`config.mk`:
```
export PLATFORM = sky130hd
export DESIGN_NAME = vs_irq_pend
export DESIGN_NICKNAME = d
export VERILOG_FILES = /design/src/rtl/vs_irq_pend_pkg.sv /design/src/rtl/vs_inject_store.sv /design/src/rtl/vs_guest_pick.sv /design/src/rtl/vs_pend_compose.sv /design/src/rtl/vs_irq_pend.sv
export SDC_FILE = /design/constraint.sdc
export NUM_CORES = 1
export LEC_CHECK = 0
export BUFFER_PORTS_ARGS = -buffer_cell sky130_fd_sc_hd__buf_2
export CAP_MARGIN = 20
export CELL_PAD_IN_SITES_DETAIL_PLACEMENT = 1
export CELL_PAD_IN_SITES_GLOBAL_PLACEMENT = 2
export CORE_MARGIN = 2
export CORE_UTILIZATION = 12
export DETAILED_ROUTE_END_ITERATION = 6
export GPL_TIMING_DRIVEN = 0
export PLACE_DENSITY = 0.93
export SLEW_MARGIN = 5
export SYNTH_ARGS = -nofsm -noshare
export SYNTH_HDL_FRONTEND = slang
export SYNTH_SLANG_ARGS = --single-unit
```
`constraint.sdc`:
```
create_clock -name clk -period 2.7 [get_ports clk]
set_input_delay 0.405 -clock clk [delete_from_list [all_inputs] [get_ports clk]]
set_output_delay 0.405 -clock clk [all_outputs]
set_load 0.02 [all_outputs]
```
`src/rtl/vs_irq_pend_pkg.sv`:
```
package vs_irq_pend_pkg;
  localparam int BIT_SOFT = 2;
  localparam int BIT_TIMER = 6;
  localparam int BIT_EXT = 10;
  localparam int GNUM_LSB = 12;
  localparam int GNUM_W = 6;

  typedef enum logic [2:0] {
    SEL_INJ    = 3'd0,
    SEL_MPEND  = 3'd1,
    SEL_HPEND  = 3'd2,
    SEL_GVEC   = 3'd3,
    SEL_STATUS = 3'd4
  } view_sel_e;
endpackage

```
`src/rtl/vs_inject_store.sv`:
```
module vs_inject_store
  import vs_irq_pend_pkg::*;
#(
  parameter int XLEN = 64
) (
  input  logic              clk,
  input  logic              rst,
  input  logic              we,
  input  logic [2:0]        sel,
  input  logic [XLEN-1:0]   wdata,
  output logic              inj_ext,
  output logic              inj_timer,
  output logic              soft_bit,
  output logic [GNUM_W-1:0] gnum
);
  view_sel_e vsel;
  assign vsel = view_sel_e'(sel);

  logic wr_inj, wr_pend, wr_stat;
  assign wr_inj  = we && (vsel == SEL_INJ);
  assign wr_pend = we && (vsel == SEL_MPEND || vsel == SEL_HPEND);
  assign wr_stat = we && (vsel == SEL_STATUS);

  always_ff @(posedge clk) begin
    if (rst) begin
      inj_ext   <= 1'b0;
      inj_timer <= 1'b0;
      soft_bit  <= 1'b0;
      gnum      <= '0;
    end else begin
      if (wr_inj) begin
        inj_ext   <= wdata[BIT_EXT];
        inj_timer <= wdata[BIT_TIMER];
      end
      if (wr_inj || wr_pend)
        soft_bit <= wdata[BIT_SOFT];
      if (wr_stat)
        gnum <= wdata[GNUM_LSB +: GNUM_W];
    end
  end

  AST_INJ_HOLD: assert property (@(posedge clk) disable iff (rst)
    !wr_inj |=> $stable({inj_ext, inj_timer}));

  AST_SOFT_SHARED: assert property (@(posedge clk) disable iff (rst)
    wr_pend |=> soft_bit == $past(wdata[BIT_SOFT]));

  AST_RESET_CLEAR: assert property (@(posedge clk)
    rst |=> !inj_ext && !inj_timer && !soft_bit && gnum == '0);
endmodule

```
`src/rtl/vs_guest_pick.sv`:
```
module vs_guest_pick
  import vs_irq_pend_pkg::*;
#(
  parameter int XLEN   = 64,
  parameter int NGUEST = 7
) (
  input  logic              clk,
  input  logic              rst,
  input  logic [XLEN-1:0]   guest_eip,
  input  logic [GNUM_W-1:0] gnum,
  output logic              picked,
  output logic [XLEN-1:0]   gvec_view
);
  genvar g;
  generate
    for (g = 0; g < XLEN; g++) begin : g_view
      if (g >= 1 && g <= NGUEST) begin : g_live
        assign gvec_view[g] = guest_eip[g];
      end else begin : g_zero
        assign gvec_view[g] = 1'b0;
      end
    end
  endgenerate

  always_comb begin
    picked = 1'b0;
    for (int i = 1; i <= NGUEST; i++) begin
      if (int'(gnum) == i) picked = guest_eip[i];
    end
  end

  AST_GNUM_NONE: assert property (@(posedge clk) disable iff (rst)
    (gnum == '0 || int'(gnum) > NGUEST) |-> !picked);

  AST_GVEC_BIT0: assert property (@(posedge clk) disable iff (rst)
    !gvec_view[0]);
endmodule

```
`src/rtl/vs_pend_compose.sv`:
```
module vs_pend_compose
  import vs_irq_pend_pkg::*;
#(
  parameter int XLEN = 64
) (
  input  logic            inj_ext,
  input  logic            inj_timer,
  input  logic            soft_bit,
  input  logic            plat_ext,
  input  logic            plat_timer,
  input  logic            guest_bit,
  output logic [XLEN-1:0] pend_word
);
  always_comb begin
    pend_word = '0;
    pend_word[BIT_SOFT]  = soft_bit;
    pend_word[BIT_TIMER] = inj_timer | plat_timer;
    pend_word[BIT_EXT]   = inj_ext | guest_bit | plat_ext;
  end
endmodule

```
`src/rtl/vs_irq_pend.sv`:
```
module vs_irq_pend
  import vs_irq_pend_pkg::*;
#(
  parameter int XLEN   = 64,
  parameter int NGUEST = 7
) (
  input  logic            clk,
  input  logic            rst,
  input  logic [2:0]      csr_sel,
  input  logic            csr_we,
  input  logic [XLEN-1:0] csr_wdata,
  output logic [XLEN-1:0] csr_rdata,
  input  logic            plat_vstip,
  input  logic            plat_vseip,
  input  logic [XLEN-1:0] guest_eip,
  output logic [XLEN-1:0] vs_pend
);
  localparam logic [XLEN-1:0] INJ_MASK =
    (XLEN'(1) << BIT_SOFT) | (XLEN'(1) << BIT_TIMER) | (XLEN'(1) << BIT_EXT);

  logic              inj_ext, inj_timer, soft_bit, picked;
  logic [GNUM_W-1:0] gnum;
  logic [XLEN-1:0]   gvec_view, pend_word, inj_view;

  vs_inject_store #(.XLEN(XLEN)) u_store (
    .clk(clk), .rst(rst), .we(csr_we), .sel(csr_sel), .wdata(csr_wdata),
    .inj_ext(inj_ext), .inj_timer(inj_timer), .soft_bit(soft_bit), .gnum(gnum)
  );

  vs_guest_pick #(.XLEN(XLEN), .NGUEST(NGUEST)) u_pick (
    .clk(clk), .rst(rst), .guest_eip(guest_eip), .gnum(gnum),
    .picked(picked), .gvec_view(gvec_view)
  );

  vs_pend_compose #(.XLEN(XLEN)) u_comp (
    .inj_ext(inj_ext), .inj_timer(inj_timer), .soft_bit(soft_bit),
    .plat_ext(plat_vseip), .plat_timer(plat_vstip), .guest_bit(picked),
    .pend_word(pend_word)
  );

  always_comb begin
    inj_view = '0;
    inj_view[BIT_SOFT]  = soft_bit;
    inj_view[BIT_TIMER] = inj_timer;
    inj_view[BIT_EXT]   = inj_ext;
  end

  always_comb begin
    case (view_sel_e'(csr_sel))
      SEL_INJ:               csr_rdata = inj_view;
      SEL_MPEND, SEL_HPEND:  csr_rdata = pend_word;
      SEL_GVEC:              csr_rdata = gvec_view;
      SEL_STATUS:            csr_rdata = XLEN'(gnum) << GNUM_LSB;
      default:               csr_rdata = '0;
    endcase
  end

  assign vs_pend = pend_word;

  AST_INJ_RSVD_ZERO: assert property (@(posedge clk) disable iff (rst)
    (csr_sel == 3'd0) |-> (csr_rdata & ~INJ_MASK) == '0);

  AST_EXT_PLAT: assert property (@(posedge clk) disable iff (rst)
    plat_vseip |-> vs_pend[BIT_EXT]);

  AST_TIMER_PLAT: assert property (@(posedge clk) disable iff (rst)
    plat_vstip |-> vs_pend[BIT_TIMER]);

  AST_INJ_ISOLATED: assert property (@(posedge clk) disable iff (rst)
    (csr_sel == 3'd0 && $past(csr_sel) == 3'd0 && !$past(csr_we))
      |-> $stable(csr_rdata));
endmodule

```
==> parameters.txt, run 1 <==
Parameter                              Value

Power and ir drop
  Portion of total power attributed to combinational logic ... 0.468
  Share of total power in the clock network ... 0.346
  Cell-internal power ... approximately 0.48 mW
  Peak supply drop ... 0.000134 V
  Seq pwr share ... 0.186
  Switching part of the total power ... 0.363
  Leakage ... about 1.4 nW
  NetSw ... 0.274 mW
  Power density cells ... 315 mW/mm2

Clock tree
  Master cell of the clock root buffer ... sky130_fd_sc_hd__clkbuf_16
  Hold buffers post-CTS ... 0
  Total setup buffers inserted after CTS ... 0
  Clock tree from TritonCTS ... built
  Number of buffers inserted during clock tree synthesis ... 3
  Post-cts resize count ... 0
  TritonCTS Sinks ... 9
  Clock insertion delay at the later pin of the skew report ... about 0.23 ns
  Buffer depth of the longest clock path ... 2
  Clock edge transition at the registers on the reported setup and hold paths ... 0.04 ns
  H-tree depth ... 1

Finish
  Count of non-filler cells in the finished layout ... 507
  Leading cell type in the layout, fill and taps excluded ... sky130_fd_sc_hd__buf_4
  Ratio of cells with drive above 1 in the final layout ... 0.490
  Fillers ... between 1500 and 2000
  Layout-stage area growth over the synthesis result ... 59.0%
  Number of diodes added for antenna fixing ... 0
  # nets final ... between 400 and 500
  Most frequent cells in the layout ... sky130_fd_sc_hd__buf_4 (112), sky130_fd_sc_hd__conb_1 (111), sky130_fd_sc_hd__buf_2 (38)

Placement
  Number of cells after detailed placement ... 503
  Final weighted congestion of routability-driven global placement ... roughly 0.67
  Worst setup timing slack at the placement stage ... ~0.8 ns
  HPWL Detailed ... 3.73 mm
  Number of buffers inserted by port buffering ... 37

Worst setup path
  Critical path data required time ... 2.30 ns
  Worst Path Buf+Inv ... 1
  Critical path launch point type ... flip-flop
  Kind of capture point of the worst setup path ... output port
  Capture point of the worst reg-to-reg path ... u_store.soft_bit
  R2r worst-path depth ... 3
  Launch instance of the worst register-to-register path ... u_store.soft_bit
  Ordered list of cells on the worst path ... mux2_2 > a221oi_2 > o32ai_1 > buf_2
  Maximum fanout along the worst path ... 6
  Crit path max-delay family ... flip-flops
  Maximum cell stage delay along the critical path ... 0.45 ns
  WS Path Type ... flip-flop to output port
  Crit path DAT ... 1.68 ns
  Cell type of the slowest stage on the worst timing path ... sky130_fd_sc_hd__dfxtp_1
  Worst-case register-to-register setup slack ... 1.91 ns

Logic synthesis
  Synth cell types ... 30
  Synth area leaders ... sky130_fd_sc_hd__buf_4 (56%), sky130_fd_sc_hd__dfxtp_1 (12%), sky130_fd_sc_hd__mux2i_1 (5.3%)
  Fraction of synthesized cell area taken by the top area cell type ... 0.559
  Library cell occupying the most area in the post-synthesis netlist ... sky130_fd_sc_hd__buf_4
  Post-synthesis instance area ... roughly 0.0015 mm2
  Mean area per synthesized cell ... ~8.0 um2
  Post-synthesis cell count ... 188
  Flip-flop and latch count after synthesis ... 9
  Yosys Warn Count ... 0
  Sequential fraction of the synthesis area ... 0.120

Timing
  Total count of max-transition violations in the final report ... 0
  Measured slew at the worst slew-check pin ... 0.520 ns
  Worst slew margin ... 0.652
  Worst-case setup margin in the final layout ... a little over 0.6 ns
  Final worst path period need ... roughly 2.1 ns
  Hold_ws ... 0.411 ns
  RSZ-0062 raised after global routing ... no
  Endpoints failing setup ... 0
  Final hold violation count ... 0
  Top achievable clock speed ... around 480 MHz
  Worst-case clock skew ... 0 ns
  Final worst path period share ... 0.771
  Total negative setup slack ... 0 ns

Outcome
  Outcome ... finished clean

Drt
  Via count ... 1327
  Average routed wire per standard cell ... 8.03 um
  Total length of routed wires ... between 4 and 5 mm
  Vias/cell ... around 2.6
  Number of antenna-violating nets in the routed design ... 0
  DRC violation total after the first TritonRoute iteration ... 19
  Post-detailed-route DRC marker count ... 0
  First-pass iteration count of the detailed router ... 3

Hold path
  Cell depth of the worst min-delay path ... 3
  Worst Hold Endpoint ... u_store.inj_timer
  Hold path start ... csr_wdata[6]
  Hold WC Path Type ... input port to flip-flop

Global route
  Global-route wire length before repair ... 5.66 mm
  Overall track demand over capacity in global routing ... 0.0543
  Total grt overflow ... 0
  Maximum number of pins on one net before global-route repair ... 11
  Number of global-route vias before repair ... about 1200
  Initial antenna violation count ... 0

Floorplanning
  Floorplan die area ... 0.0134 mm2
  Row count ... 40
  Std-Cell Core Area ... between 0.01 and 0.015 mm2
  Initial standard-cell utilization of the core ... 0.124
  Die Height ... between 100 and 150 um
  IO Pins ... 264
  Die Wd ... roughly 120 um

Job
  Max-cap check violation count ... 0
## worst min-delay path: cells and delay by family
family / cells / cell delay [ns]
buf+inv: 1 / 0.07
mux: 1 / 0.05
simple gates: 1 / 0.07
## kinds of logic (layout without fill, tap and decap cells)
kind of cell           count (synthesis)  in the layout  share of synthesized area
AND/OR/NAND/NOR                       37             37                      0.146
other                                  1            111                    0.00249
buffers and inverters                119            160                      0.592
multiplexers                          11             11                     0.0757
AO/OA/AOI/OAI                         10             10                     0.0574
XOR/XNOR                               1              1                    0.00582
flip-flops                             9              9                      0.120
## metrics by stage
step                utilization  area, um2  power, mW
floorplan                     -       1920      0.451
global placement          0.191       2310      0.484
detailed placement        0.191       2310      0.487
CTS                       0.197       2390      0.752
global route              0.197       2390      0.801
finish                    0.197       2390      0.754
## cell type report
| cell class | instances | area [um2] | area share |
|---|---|---|---|
| Buffer | 117 | 883 | 0.369 |
| Multi-Input combinational cell | 170 | 846 | 0.354 |
| Tap cell | 168 | 210 | 0.0879 |
| Timing Repair Buffer | 37 | 185 | 0.0774 |
| Sequential cell | 9 | 180 | 0.0754 |
| Clock buffer | 4 | 78.8 | 0.0330 |
| Inverter | 2 | 7.51 | 0.00314 |
## worst max path at each step
stage	startpoint	endpoint	slack [ns]	cells past startpoint
4_1_cts	u_store.gnum[2]	csr_rdata[10]	0.59	4
3_3_place_gp	csr_sel[0]	csr_rdata[6]	0.79	5
5_1_grt	u_store.gnum[2]	csr_rdata[10]	0.54	4
2_1_floorplan	csr_sel[0]	csr_rdata[10]	1.0	4
3_5_place_dp	csr_sel[0]	csr_rdata[6]	0.81	5
6_report	u_store.gnum[2]	csr_rdata[10]	0.62	4
## registers in the layout, indices dropped and copies added, names as in the netlist
register / count
u_store.soft_bit: 1
u_store.inj_timer: 1
u_store.gnum: 6
u_store.inj_ext: 1
## synth_stat cells
master                     instances
sky130_fd_sc_hd__or2_2             1
sky130_fd_sc_hd__xor2_1            1
sky130_fd_sc_hd__buf_6             3
sky130_fd_sc_hd__a21oi_1           3
sky130_fd_sc_hd__buf_2             1
sky130_fd_sc_hd__mux2_2            3
sky130_fd_sc_hd__nor4b_4           1
sky130_fd_sc_hd__inv_1             2
sky130_fd_sc_hd__buf_1             1
sky130_fd_sc_hd__conb_1            1
sky130_fd_sc_hd__o21ai_1           1
sky130_fd_sc_hd__and3_1            6
sky130_fd_sc_hd__and2_1            5
sky130_fd_sc_hd__nand4_1           1
sky130_fd_sc_hd__nor3_1            1
sky130_fd_sc_hd__nor4bb_4          1
sky130_fd_sc_hd__mux2i_1           8
sky130_fd_sc_hd__a221oi_2          1
sky130_fd_sc_hd__dfxtp_1           9
sky130_fd_sc_hd__o32ai_1           1
sky130_fd_sc_hd__nand3_1           1
sky130_fd_sc_hd__o221a_2           1
sky130_fd_sc_hd__buf_4           112
sky130_fd_sc_hd__nand2_1           5
sky130_fd_sc_hd__nor2_1           13
sky130_fd_sc_hd__nor2b_1           1
sky130_fd_sc_hd__o221ai_2          1
sky130_fd_sc_hd__a31o_2            1
sky130_fd_sc_hd__nand2b_1          1
sky130_fd_sc_hd__o21a_1            1
## power by group through the flow
stage	Sequential, mW	Combinational (mW)	Clock, mW
6_report	0.140	0.353	0.261
3_3_place_gp	0.142	0.342	0
4_1_cts	0.140	0.344	0.267
3_5_place_dp	0.143	0.344	0
5_1_grt	0.141	0.380	0.280
2_1_floorplan	0.141	0.310	0
## metal layers
layer | up-vias | wire length [um] | global-route usage
li1 | 679 | - | -
met1 | 549 | 1430 | 0.0562
met2 | 97 | 2110 | 0.106
met3 | 2 | 487 | 0.00889
met4 | 0 | 40 | 0.0238
met5 | - | 0 | 0
No activity file was read; power rests on OpenSTA's default activity.
==> run 2, diff against run 1 <==
--- a/config.mk
+++ b/config.mk
@@ -10,10 +10,10 @@
 export CELL_PAD_IN_SITES_DETAIL_PLACEMENT = 1
 export CELL_PAD_IN_SITES_GLOBAL_PLACEMENT = 2
 export CORE_MARGIN = 2
-export CORE_UTILIZATION = 12
+export CORE_UTILIZATION = 11
 export DETAILED_ROUTE_END_ITERATION = 6
 export GPL_TIMING_DRIVEN = 0
-export PLACE_DENSITY = 0.93
+export PLACE_DENSITY = 0.86
 export SLEW_MARGIN = 5
 export SYNTH_ARGS = -nofsm -noshare
 export SYNTH_HDL_FRONTEND = slang
==> constraint.sdc (replaced) <==
create_clock -name clk -period 2.15 [get_ports clk]
set_input_delay 0.3225 -clock clk [delete_from_list [all_inputs] [get_ports clk]]
set_output_delay 0.3225 -clock clk [all_outputs]
set_load 0.02 [all_outputs]
==> parameters.txt, run 2 (synthesized netlist as in run 1, its figures left out) <==
Parameter                              Value

Outcome
  Outcome ... finished clean

Power and ir drop
  Tot Pwr ... about 0.95 mW
  Leakage ... 1.45 nW
  Peak supply drop ... 0.000167 V
  Power density cells ... ~400 mW/mm2

Floorplanning
  Row count ... 42
  Die Height ... 121 um
  Floorplan die area ... 0.0146 mm2
  Die Wd ... 121 um
  Initial standard-cell utilization of the core ... 0.113
  Std-Cell Core Area ... 0.0133 mm2
  IO Pins ... roughly 260

Worst setup path
  Maximum fanout along the worst path ... 6
  Maximum cell stage delay along the critical path ... roughly 0.46 ns
  Cell type of the slowest stage on the worst timing path ... sky130_fd_sc_hd__dfxtp_1
  WS Path Type ... flip-flop to output port
  Capture point of the worst reg-to-reg path ... u_store.soft_bit
  R2r worst-path depth ... 3
  Critical path data required time ... between 1.5 and 2 ns
  Critical path launch point type ... flip-flop
  Crit path DAT ... approximately 1.7 ns
  Ordered list of cells on the worst path ... mux2_2 > a221oi_2 > o32ai_1 > buf_2
  Launch instance of the worst register-to-register path ... u_store.soft_bit
  Worst-case register-to-register setup slack ... 1.35 ns
  Kind of capture point of the worst setup path ... output port
  Worst Setup SP ... u_store.gnum[2]

Placement
  Placed standard-cell area ... between 0.002 and 0.0025 mm2
  Number of buffers inserted by port buffering ... 37
  Final weighted congestion of routability-driven global placement ... around 0.69
  HPWL Detailed ... 3.65 mm
  Worst setup timing slack at the placement stage ... 0.379 ns

Finish
  Ratio of cells with drive above 1 in the final layout ... 0.493
  Layout-stage area growth over the synthesis result ... 59.7%
  Post-route cell area ... 0.00240 mm2
  Leading cell type in the layout, fill and taps excluded ... sky130_fd_sc_hd__buf_4
  Largest register FFs ... 6
  Number of diodes added for antenna fixing ... 0
  # nets final ... between 400 and 500
  Most frequent cells in the layout ... sky130_fd_sc_hd__buf_4 (112), sky130_fd_sc_hd__conb_1 (111), sky130_fd_sc_hd__buf_2 (38)
  Register with the highest flop count ... u_store.gnum

Global route
  Initial antenna violation count ... 0
  Number of global-route vias before repair ... 1210
  Met1 usage in global routing ... 0.0539
  Met3 Use GR ... 0.0117
  Met2 global-route usage ... 0.0850
  Global-route wire length before repair ... about 5.5 mm
  Overall track demand over capacity in global routing ... 0.0474
  Maximum number of pins on one net before global-route repair ... 11
  GRT busiest layer ... met2
  Total grt overflow ... 0

Timing
  Top achievable clock speed ... roughly 500 MHz
  Total negative setup slack ... 0 ns
  Final worst path period need ... 2.01 ns
  Hold_ws ... 0.329 ns
  Measured slew at the worst slew-check pin ... around 0.51 ns
  Total count of max-transition violations in the final report ... 0
  RSZ-0062 raised after global routing ... no
  Worst-case setup margin in the final layout ... 0.143 ns
  Worst-case clock skew ... 0 ns
  Final hold violation count ... 0
  Endpoints failing setup ... 0
  Final worst path period share ... 0.933
  Worst slew margin ... 0.662

Job
  Max-cap check violation count ... 0

Drt
  First-pass iteration count of the detailed router ... 3
  Total length of routed wires ... 3.98 mm
  Average routed wire per standard cell ... 7.73 um
  Vias/cell ... 2.64
  Number of antenna-violating nets in the routed design ... 0
  Post-detailed-route DRC marker count ... 0
  Via count ... approximately 1400
  DRC violation total after the first TritonRoute iteration ... 43

Clock tree
  Post-cts resize count ... 0
  Master cell of the clock root buffer ... sky130_fd_sc_hd__clkbuf_16
  Total setup buffers inserted after CTS ... 0
  Number of buffers inserted during clock tree synthesis ... 3
  TritonCTS Sinks ... 9
  Hold buffers post-CTS ... 0
  Clock insertion delay at the later pin of the skew report ... around 0.24 ns
  Buffer depth of the longest clock path ... 2
  H-tree depth ... 1
  Clock edge transition at the registers on the reported setup and hold paths ... 0.04 ns
  Clock tree from TritonCTS ... built

Hold path
  Cell depth of the worst min-delay path ... 3
  Hold WC Path Type ... input port to flip-flop
  Worst Hold Endpoint ... u_store.gnum[0]
  Hold path start ... csr_wdata[12]
## run 2: stage by stage
stage,util,std cells
after detailed placement,0.175,511
after global placement,0.175,511
after CTS,0.181,515
after floorplan,-,298
after global routing,0.181,515
final,0.181,515
## run 2: final cells by class
type | instances | area [um2]
timing repair buffer | 37 | 185
fill | 1639 | 10900
buffer | 117 | 883
clock buffer | 3 | 75.1
clock inverter | 1 | 5.00
multi-input combinational | 170 | 846
inverter | 2 | 7.51
sequential | 9 | 180
tap | 176 | 220
## run 2: how the worst max path moves through the flow
stage and endpoint:
2_1_floorplan csr_rdata[10], 3_3_place_gp csr_rdata[10], 3_5_place_dp csr_rdata[10], 4_1_cts csr_rdata[10], 5_1_grt csr_rdata[10], 6_report csr_rdata[10]
## run 2: layer usage
metal / vias up / wire [um]
met5: - / 0
met4: 0 / 45
met1: 568 / 1440
met3: 4 / 547
met2: 104 / 1940
li1: 682 / -
## run 2: worst max-delay path, delay by kind of cell, from the launching register on
| kind | cells | cell delay, ns |
|---|---|---|
| buffers and inverters | 1 | 0.17 |
| DFF | 1 | 0.46 |
| AOI/OAI and AO/OA | 2 | 0.43 |
| muxes | 1 | 0.38 |
## run 2: power by group
part | switching [mW] | internal (mW)
clock network | 0.0894 | 0.246
logic | 0.259 | 0.183
registers | 0.00456 | 0.172
==> run 3, diff against run 2 <==
--- a/config.mk
+++ b/config.mk
@@ -5,12 +5,14 @@
 export SDC_FILE = /design/constraint.sdc
 export NUM_CORES = 1
 export LEC_CHECK = 0
+export ABC_AREA = 0
 export BUFFER_PORTS_ARGS = -buffer_cell sky130_fd_sc_hd__buf_2
 export CAP_MARGIN = 20
 export CELL_PAD_IN_SITES_DETAIL_PLACEMENT = 1
 export CELL_PAD_IN_SITES_GLOBAL_PLACEMENT = 2
-export CORE_MARGIN = 2
+export CORE_MARGIN = 5
 export CORE_UTILIZATION = 11
+export CTS_BUF_LIST = sky130_fd_sc_hd__clkbuf_8
 export DETAILED_ROUTE_END_ITERATION = 6
 export GPL_TIMING_DRIVEN = 0
 export PLACE_DENSITY = 0.86
==> parameters.txt, run 3 (synthesized netlist as in run 1, its figures left out) <==
Parameter                              Value

Drt
  Vias/cell ... 2.63
  Total length of routed wires ... approximately 4.9 mm
  First-pass iteration count of the detailed router ... 2
  Number of antenna-violating nets in the routed design ... 0
  Via count ... 1355
  DRC violation total after the first TritonRoute iteration ... 9
  Post-detailed-route DRC marker count ... 0
  Average routed wire per standard cell ... 9.53 um

Power and ir drop
  Tot Pwr ... 0.821 mW
  Power density cells ... 347 mW/mm2
  Peak supply drop ... 0.000191 V
  Leakage ... 1.43 nW

Clock tree
  Clock edge transition at the registers on the reported setup and hold paths ... 0.05 ns
  Post-cts resize count ... 0
  Clock tree from TritonCTS ... built
  Number of buffers inserted during clock tree synthesis ... 3
  Master cell of the clock root buffer ... sky130_fd_sc_hd__clkbuf_8
  Total setup buffers inserted after CTS ... 0
  Hold buffers post-CTS ... 0
  TritonCTS Sinks ... 9
  Buffer depth of the longest clock path ... 2
  H-tree depth ... 1
  Clock insertion delay at the later pin of the skew report ... 0.23 ns

Placement
  Number of buffers inserted by port buffering ... 37
  HPWL Detailed ... around 4.5 mm
  Final weighted congestion of routability-driven global placement ... a little under 0.7
  Worst setup timing slack at the placement stage ... 0.358 ns

Timing
  Total negative setup slack ... 0 ns
  Total count of max-transition violations in the final report ... 0
  RSZ-0062 raised after global routing ... no
  Worst-case setup margin in the final layout ... 0.145 ns
  Hold_ws ... roughly 0.33 ns
  Final worst path period need ... ~2 ns
  Final worst path period share ... 0.932
  Worst-case clock skew ... 0 ns
  Top achievable clock speed ... between 400 and 500 MHz
  Measured slew at the worst slew-check pin ... 0.555 ns
  Worst slew margin ... 0.629
  Endpoints failing setup ... 0
  Final hold violation count ... 0

Hold path
  Worst Hold Endpoint ... u_store.gnum[5]
  Hold path start ... csr_wdata[17]
  Hold WC Path Type ... input port to flip-flop
  Cell depth of the worst min-delay path ... 3

Worst setup path
  Worst-case register-to-register setup slack ... 1.35 ns
  Ordered list of cells on the worst path ... mux2_2 > a221oi_2 > o32ai_1 > buf_2
  Capture point of the worst reg-to-reg path ... u_store.soft_bit
  Critical path launch point type ... flip-flop
  R2r worst-path depth ... 3
  Maximum cell stage delay along the critical path ... around 0.46 ns
  Crit path DAT ... 1.68 ns
  Launch instance of the worst register-to-register path ... u_store.soft_bit
  WS Path Type ... flip-flop to output port
  Kind of capture point of the worst setup path ... output port
  Cell type of the slowest stage on the worst timing path ... sky130_fd_sc_hd__dfxtp_1
  Maximum fanout along the worst path ... 6
  Critical path data required time ... 1.83 ns

Floorplanning
  Floorplan die area ... 0.0161 mm2
  IO Pins ... around 260
  Initial standard-cell utilization of the core ... 0.113
  Die Wd ... roughly 130 um
  Die Height ... 127 um
  Row count ... 42
  Std-Cell Core Area ... 0.0133 mm2

Finish
  Most frequent cells in the layout ... sky130_fd_sc_hd__buf_4 (112), sky130_fd_sc_hd__conb_1 (111), sky130_fd_sc_hd__buf_2 (38)
  Fillers ... ~1700
  Largest register FFs ... 6
  Leading cell type in the layout, fill and taps excluded ... sky130_fd_sc_hd__buf_4
  Register with the highest flop count ... u_store.gnum
  # nets final ... 476
  Sequential standard cell area ... 180 um2
  Multi-input logic area ... approximately 850 um2
  Ratio of cells with drive above 1 in the final layout ... 0.490
  Layout-stage area growth over the synthesis result ... 57.6%

Global route
  Initial antenna violation count ... 2
  Number of global-route vias before repair ... 1365
  Overall track demand over capacity in global routing ... 0.0563
  Global-route wire length before repair ... 7.11 mm
  Maximum number of pins on one net before global-route repair ... 11
  Total grt overflow ... 0

Job
  Max-cap check violation count ... 0

Outcome
  Outcome ... finished clean
## run 3: cell type report
cell class,count,area share
buffer,117,0.373
multi-input combinational,170,0.357
tap,176,0.0929
timing repair buffer,37,0.0781
sequential,9,0.0760
clock buffer,3,0.0174
inverter,2,0.00317
clock inverter,1,0.00158
antenna,1,0.00106
## run 3: worst max path at each step
stage	start	end	slack, ns	depth (start not counted)
floorplan	u_store.gnum[2]	csr_rdata[10]	0.55	3
global placement	u_store.gnum[2]	csr_rdata[10]	0.39	4
detailed placement	u_store.gnum[2]	csr_rdata[10]	0.36	4
CTS	u_store.gnum[2]	csr_rdata[10]	0.11	4
global route	u_store.gnum[3]	csr_rdata[10]	0.04	4
finish	u_store.gnum[2]	csr_rdata[10]	0.15	4
## run 3: power by group
part / switching, mW / total, mW / internal, mW
combinational: 0.265 / 0.448 / 0.183
clock: 0.0724 / 0.197 / 0.125
sequential: 0.00433 / 0.176 / 0.171
total: 0.341 / 0.821 / 0.480
## run 3: worst max-delay path, delay by kind of cell (launching register included)
kind	cells	cell delay, ns
buffers and inverters	1	0.18
AO/OA/AOI/OAI	2	0.44
multiplexers	1	0.38
flip-flops	1	0.46
## run 3: routing by layer
layer	global-route usage	wire length, um	vias to the layer above
met5	0	13	-
met1	0.0598	1760	567
met2	0.102	2420	99
li1	-	-	685
met3	0.0282	718	2
met4	0.00757	5	2
## run 3: stage by stage
step	instance area (um2)	cells	utilization
after global placement	2320	511	0.174
after global routing	2370	516	0.178
after floorplan	1920	298	-
final	2370	516	0.178
after CTS	2370	515	0.177
after detailed placement	2320	511	0.174
